**src/rtl/pwr_seq_pkg.sv**
```systemverilog
`timescale 1ns/1ps
package pwr_seq_pkg;

   localparam int MODE_IDLE = 0;
   localparam int MODE_STOP = 1;
   localparam int NUM_MODES = 2;

   typedef enum logic [3:0] {
      ST_RUN,
      ST_IDLE,
      ST_CPU_DRAIN,
      ST_SYS_DRAIN,
      ST_SREF,
      ST_STOP,
      ST_OSC_WAIT,
      ST_PLL_WAIT,
      ST_RESUME
   } pwr_state_e;

   typedef struct packed {
      logic cpu_clk_en;
      logic sys_clk_en;
      logic clk_src_ref;
      logic pll_en;
      logic osc_en;
      logic cpu_drain_req;
      logic sys_drain_req;
      logic sref_req;
      logic cpu_pwr_gate;
      logic cpu_rst;
   } pwr_ctl_t;

endpackage

```
**src/rtl/pwr_rise_det.sv**
```systemverilog
`timescale 1ns/1ps
module pwr_rise_det (
   input  logic clk,
   input  logic rst_n,
   input  logic level,
   output logic rise
);
   logic level_q;

   always_ff @(posedge clk or negedge rst_n) begin
      if (!rst_n) level_q <= 1'b0;
      else        level_q <= level;
   end

   assign rise = level & ~level_q;
endmodule

```
**src/rtl/pwr_wait_timer.sv**
```systemverilog
`timescale 1ns/1ps
module pwr_wait_timer #(
   parameter int CNT_W = 8
) (
   input  logic             clk,
   input  logic             rst_n,
   input  logic             load,
   input  logic [CNT_W-1:0] load_val,
   output logic             zero
);
   localparam logic [CNT_W-1:0] ONE = CNT_W'(1);

   logic [CNT_W-1:0] cnt;

   always_ff @(posedge clk or negedge rst_n) begin
      if (!rst_n)           cnt <= '0;
      else if (load)        cnt <= load_val;
      else if (cnt != '0)   cnt <= cnt - ONE;
   end

   assign zero = (cnt == '0);
endmodule

```
**src/rtl/pwr_ctl_decode.sv**
```systemverilog
`timescale 1ns/1ps
module pwr_ctl_decode
   import pwr_seq_pkg::*;
(
   input  pwr_state_e state,
   input  logic       deep_q,
   input  logic       keep_q,
   output pwr_ctl_t   ctl
);
   always_comb begin
      ctl = '{cpu_clk_en: 1'b1, sys_clk_en: 1'b1, clk_src_ref: 1'b0,
              pll_en: 1'b1, osc_en: 1'b1, cpu_drain_req: 1'b0,
              sys_drain_req: 1'b0, sref_req: 1'b0, cpu_pwr_gate: 1'b0,
              cpu_rst: 1'b0};
      case (state)
         ST_IDLE: ctl.cpu_clk_en = 1'b0;
         ST_CPU_DRAIN: ctl.cpu_drain_req = 1'b1;
         ST_SYS_DRAIN, ST_SREF: begin
            ctl.cpu_drain_req = 1'b1;
            ctl.sys_drain_req = 1'b1;
            ctl.cpu_clk_en    = 1'b0;
            ctl.sref_req      = (state == ST_SREF);
         end
         ST_STOP, ST_OSC_WAIT, ST_PLL_WAIT, ST_RESUME: begin
            ctl.cpu_drain_req = 1'b1;
            ctl.sys_drain_req = 1'b1;
            ctl.sref_req      = 1'b1;
            ctl.cpu_clk_en    = 1'b0;
            ctl.cpu_rst       = deep_q;
            ctl.sys_clk_en    = (state == ST_RESUME);
            ctl.clk_src_ref   = (state != ST_RESUME);
            ctl.pll_en        = (state == ST_PLL_WAIT) || (state == ST_RESUME);
            ctl.osc_en        = (state != ST_STOP) || keep_q;
            ctl.cpu_pwr_gate  = (state == ST_STOP) && deep_q;
         end
         default: ;
      endcase
   end
endmodule

```
**src/rtl/pwr_seq_top.sv**
```systemverilog
`timescale 1ns/1ps
module pwr_seq_top
   import pwr_seq_pkg::*;
#(
   parameter int CNT_W    = 8,
   parameter int NUM_WAKE = 3
) (
   input  logic                clk,
   input  logic                rst_n,
   input  logic                idle_bit,
   input  logic                stop_bit,
   input  logic                deep_stop_cfg,
   input  logic                osc_keep_cfg,
   input  logic [CNT_W-1:0]    osc_wait_cnt,
   input  logic [CNT_W-1:0]    pll_wait_cnt,
   input  logic                cpu_drain_ack,
   input  logic                sys_drain_ack,
   input  logic                sref_ack,
   input  logic [NUM_WAKE-1:0] wake_in,
   output logic                cpu_clk_en,
   output logic                sys_clk_en,
   output logic                clk_src_ref,
   output logic                pll_en,
   output logic                osc_en,
   output logic                cpu_drain_req,
   output logic                sys_drain_req,
   output logic                sref_req,
   output logic                cpu_pwr_gate,
   output logic                cpu_rst,
   output logic [NUM_WAKE-1:0] wake_src
);
   if (CNT_W < 1 || CNT_W > 32) begin : g_bad_cnt_w
      $error("pwr_seq_top: CNT_W must lie in 1..32");
   end
   if (NUM_WAKE < 1) begin : g_bad_num_wake
      $error("pwr_seq_top: NUM_WAKE must be at least 1");
   end

   logic [NUM_MODES-1:0] mode_lvl, mode_rise;
   assign mode_lvl[MODE_IDLE] = idle_bit;
   assign mode_lvl[MODE_STOP] = stop_bit;

   for (genvar m = 0; m < NUM_MODES; m++) begin : g_edge
      pwr_rise_det i_rise (
         .clk   (clk),
         .rst_n (rst_n),
         .level (mode_lvl[m]),
         .rise  (mode_rise[m])
      );
   end

   pwr_state_e          state, state_nx;
   logic                deep_q, keep_q;
   logic [NUM_WAKE-1:0] wake_src_q;
   logic                tmr_load, tmr_zero;
   logic [CNT_W-1:0]    tmr_val;
   logic                wake_any;

   assign wake_any = |wake_in;

   always_comb begin
      state_nx = state;
      tmr_load = 1'b0;
      tmr_val  = osc_wait_cnt;
      case (state)
         ST_RUN: begin
            if (mode_rise[MODE_STOP])      state_nx = ST_CPU_DRAIN;
            else if (mode_rise[MODE_IDLE]) state_nx = ST_IDLE;
         end
         ST_IDLE:      if (wake_any)      state_nx = ST_RUN;
         ST_CPU_DRAIN: if (cpu_drain_ack) state_nx = ST_SYS_DRAIN;
         ST_SYS_DRAIN: if (sys_drain_ack) state_nx = ST_SREF;
         ST_SREF:      if (sref_ack)      state_nx = ST_STOP;
         ST_STOP: begin
            if (wake_any) begin
               tmr_load = 1'b1;
               if (keep_q) begin
                  state_nx = ST_PLL_WAIT;
                  tmr_val  = pll_wait_cnt;
               end else begin
                  state_nx = ST_OSC_WAIT;
               end
            end
         end
         ST_OSC_WAIT: begin
            if (tmr_zero) begin
               state_nx = ST_PLL_WAIT;
               tmr_load = 1'b1;
               tmr_val  = pll_wait_cnt;
            end
         end
         ST_PLL_WAIT: if (tmr_zero) state_nx = ST_RESUME;
         ST_RESUME:   state_nx = ST_RUN;
         default:     state_nx = ST_RUN;
      endcase
   end

   always_ff @(posedge clk or negedge rst_n) begin
      if (!rst_n) begin
         state      <= ST_RUN;
         deep_q     <= 1'b0;
         keep_q     <= 1'b0;
         wake_src_q <= '0;
      end else begin
         state <= state_nx;
         if (state == ST_RUN && mode_rise[MODE_STOP]) begin
            deep_q <= deep_stop_cfg;
            keep_q <= osc_keep_cfg;
         end
         if ((state == ST_IDLE || state == ST_STOP) && wake_any)
            wake_src_q <= wake_in;
      end
   end

   pwr_wait_timer #(.CNT_W(CNT_W)) i_timer (
      .clk      (clk),
      .rst_n    (rst_n),
      .load     (tmr_load),
      .load_val (tmr_val),
      .zero     (tmr_zero)
   );

   pwr_ctl_t ctl;

   pwr_ctl_decode i_decode (
      .state  (state),
      .deep_q (deep_q),
      .keep_q (keep_q),
      .ctl    (ctl)
   );

   assign cpu_clk_en    = ctl.cpu_clk_en;
   assign sys_clk_en    = ctl.sys_clk_en;
   assign clk_src_ref   = ctl.clk_src_ref;
   assign pll_en        = ctl.pll_en;
   assign osc_en        = ctl.osc_en;
   assign cpu_drain_req = ctl.cpu_drain_req;
   assign sys_drain_req = ctl.sys_drain_req;
   assign sref_req      = ctl.sref_req;
   assign cpu_pwr_gate  = ctl.cpu_pwr_gate;
   assign cpu_rst       = ctl.cpu_rst;
   assign wake_src      = wake_src_q;
endmodule

```
**config.mk**
```make
export PLATFORM = sky130hd
export DESIGN_NAME = pwr_seq_top
export DESIGN_NICKNAME = d
export VERILOG_FILES = /design/src/rtl/pwr_seq_pkg.sv /design/src/rtl/pwr_rise_det.sv /design/src/rtl/pwr_wait_timer.sv /design/src/rtl/pwr_ctl_decode.sv /design/src/rtl/pwr_seq_top.sv
export SDC_FILE = /design/constraint.sdc
export NUM_CORES = 1
export LEC_CHECK = 0
export ABC_AREA = 1
export CORE_ASPECT_RATIO = 1.2
export CORE_MARGIN = 3
export CORE_UTILIZATION = 25
export CTS_CLUSTER_SIZE = 14
export DETAILED_ROUTE_END_ITERATION = 10
export SETUP_SLACK_MARGIN = 0.15
export SLEW_MARGIN = 15
export SYNTH_ARGS = -nofsm -noshare
export SYNTH_HDL_FRONTEND = slang
export SYNTH_SLANG_ARGS = --single-unit
```
**constraint.sdc**
```tcl
create_clock -name clk -period 1.8 [get_ports clk]
set_clock_uncertainty 0.1 [all_clocks]
set_input_delay 0.27 -clock clk [delete_from_list [all_inputs] [get_ports clk]]
set_output_delay 0.27 -clock clk [all_outputs]
set_load 0.01 [all_outputs]
```
==> metrics.txt <==
status=finished, final reports clean; CTS Buffer Depth=2; Hold WC Path Type=primary input to asynchronous set/reset pin; synthesized flop and latch total=19; fin crit share=96.01%; routability cong.=0.8455; wire length per cell=12.37 um; largest net degree at the start of global routing=20; Yosys cell types=27; slowest stage cell, crit path=dfrtp_2; Logic pwr share=66.4%; Worst path max stage delay=0.46 ns; Placed Area=2123 um^2; critical path type=register to primary output; share of the synthesized area in the top cell type=34.33%; part of the Yosys area used for sequential elements=34.33%; DP HPWL=3190 um; Routed WL=4328 um; synthesized instance count=201; Port-buffer cells=40; post-route cell area=2341 um^2; detailed-route via count=1,537; initial antenna violation count=0; Final Util=43.89%; Cell Chain, Critical Path=nor2_4, inv_2, nor2_2, inv_1, nand3_2, nor2_1, buf_2; Core Footprint=5334 um^2; fmax=578.7 MHz; Antenna Violating Nets Remaining=0; final worst setup slack=0.07190 ns; die width=73.95 um; Inserted Diodes=0; Crit path required time=1.43 ns; pwr dens=1405 nW/um^2; most frequent cells after synthesis=45 x nand2_1, 32 x inv_1, 27 x nand3_1, 27 x nor2_1, 19 x dfrtp_1; Congestion Overflow GR=0; CP endpoint kind=primary output; Slew HR=81.86%; CTS buffer count=3; Row Count=29; CTS sink count=19; sequential group share of total power=24.3%; first-pass GRT wire length=6893 um; LEAKAGE=1.183 nW; Synthesized Nets=231; P_sw=1.435 mW; CP startpoint=state[2]; Hold Vio Cnt, Final=0; RSZ-0062 raised after global routing=true; CP startpoint kind=register; die area=6473 um^2; Syn Area/Cell=6.891 um^2; Area Growth Syn to Fin=69.02%; Slew @ Worst Pin=0.2722 ns; Internal Power=1.855 mW; share of layout cells above drive strength 1=35.07%; VDD IR-drop max=0.5197 mV; GRT Util Overall=13.56%; Setup Viol. Count Final=0; Final Slew Violations=0; pre-CTS WS=-0.09854 ns; H-tree depth=1; Synth area leader=dfrtp_1; Min Hold Slack=0.2666 ns; CTS tree=built; Mapped Area=1385 um^2; Async SR Flop Fraction=100.0%; Initial DRC Count=40; Die Span Y=87.54 um; Vias/cell=4.391; r2r startpoint=state[1]; max-cap violations=0; Pre-antenna DRT Iters=4; Post-route DRC=0; initial core utilization=25.97%; Root Driver=clkbuf_8; ys flop type=dfrtp_1; most numerous cell in the Yosys netlist=nand2_1; Worst R2R Setup Slack=0.16 ns; Clk pwr share=9.3%; EDFF count, synth=0; register clock-pin slew on the reported worst setup and hold paths=0.08 ns; Clk Latency, worst-skew pair=0.25 ns; CTS Hold Bufs=0; synth top area cells=dfrtp_1 34%, nand2_1 12%, nand3_1 9.8%; switching share of power=43.62%; worst path arrival time=1.36 ns; fin crit period=1.728 ns; Warnings, synthesis=0; io pins=41; vias in the first global route=1,555; crit path max fanout=4; Net count, final=319
power groups by stage:
stage | registers, mW | logic [mW] | clock network, mW
2_1_floorplan | 0.781 | 0.987 | 0
3_3_place_gp | 0.773 | 1.94 | 0
3_5_place_dp | 0.780 | 1.94 | 0
4_1_cts | 0.783 | 2.01 | 0.315
5_1_grt | 0.820 | 2.42 | 0.337
6_report | 0.799 | 2.18 | 0.305
cells by family (layout without fill, tap and decap cells):
kind of cell,Yosys count,count (layout),synth area share [%]
AND/OR/NAND/NOR,119,120,41.73
buffers and inverters,38,124,10.75
flip-flops,19,19,34.33
AO/OA/AOI/OAI,16,16,6.775
XOR/XNOR,6,6,3.795
adder cells (fa/ha/maj),2,2,1.806
multiplexers,1,1,0.8130
cell type report:
| class | instances | area (um^2) |
|---|---|---|
| clock buffers | 4 | 45.04 |
| fillers | 566 | 2993 |
| inverters | 38 | 153.9 |
| multi-input cells | 145 | 858.3 |
| flip-flops and latches | 19 | 476.7 |
| well taps | 62 | 77.57 |
| repair buffers | 82 | 729.5 |
metal layers:
layer  up-vias  routed length (um)  GRT usage [%]
li1        805                   -              -
met1       704                1833          15.46
met2        26                2335          26.21
met3         2                 143          1.952
met4         0                  14          2.801
met5         -                   0              0
per-stage QoR:
step                      cells  TNS (ns)  power (mW)
after floorplan             201         0       1.769
after global placement      336   -0.3008       2.711
after detailed placement    336   -0.4129       2.724
after CTS                   344         0       3.106
after global routing        350  -0.02260       3.581
final                       350         0       3.290
registers in the layout, indices dropped and copies added (netlist names):
register	cells
deep_q	1
g_edge.i_rise.level_q	2
i_timer.cnt	8
keep_q	1
state	4
wake_src	3
worst max-delay path, delay by kind of cell (launching register included):
| kind | cells | cell delay [ns] |
|---|---|---|
| flip-flops | 1 | 0.46 |
| AND/OR/NAND/NOR | 4 | 0.39 |
| buffers and inverters | 3 | 0.26 |
repair_timing:
item / in CTS / in global routing
gates resized for setup: 59 / 23
pin swaps: 7 / 11
setup buffers: 4 / 5
setup endpoints to repair: 22 / 21
cloned: 0 / 1
worst paths after layout:
| check | end | cells past startpoint |
|---|---|---|
| setup / recovery | cpu_clk_en | 7 |
| hold / removal | state[1] | 2 |
| setup reg to reg | state[2] | 10 |
| hold reg to reg | wake_src[1] | 2 |
| max in group asynchronous | state[2] | 2 |
| min in group clk | g_edge[0].i_rise.level_q | 1 |
cell usage in the layout (no fill, tap or decap), types with 8 or more instances in the layout:
| master | count |
|---|---|
| buf_4 | 35 |
| buf_6 | 9 |
| clkdlybuf4s50_1 | 30 |
| dfrtp_1 | 18 |
| inv_1 | 26 |
| inv_2 | 8 |
| nand2_1 | 40 |
| nand3_1 | 25 |
| nor2_1 | 22 |
| o21ai_0 | 11 |
No activity file was read; power rests on OpenSTA's default activity.
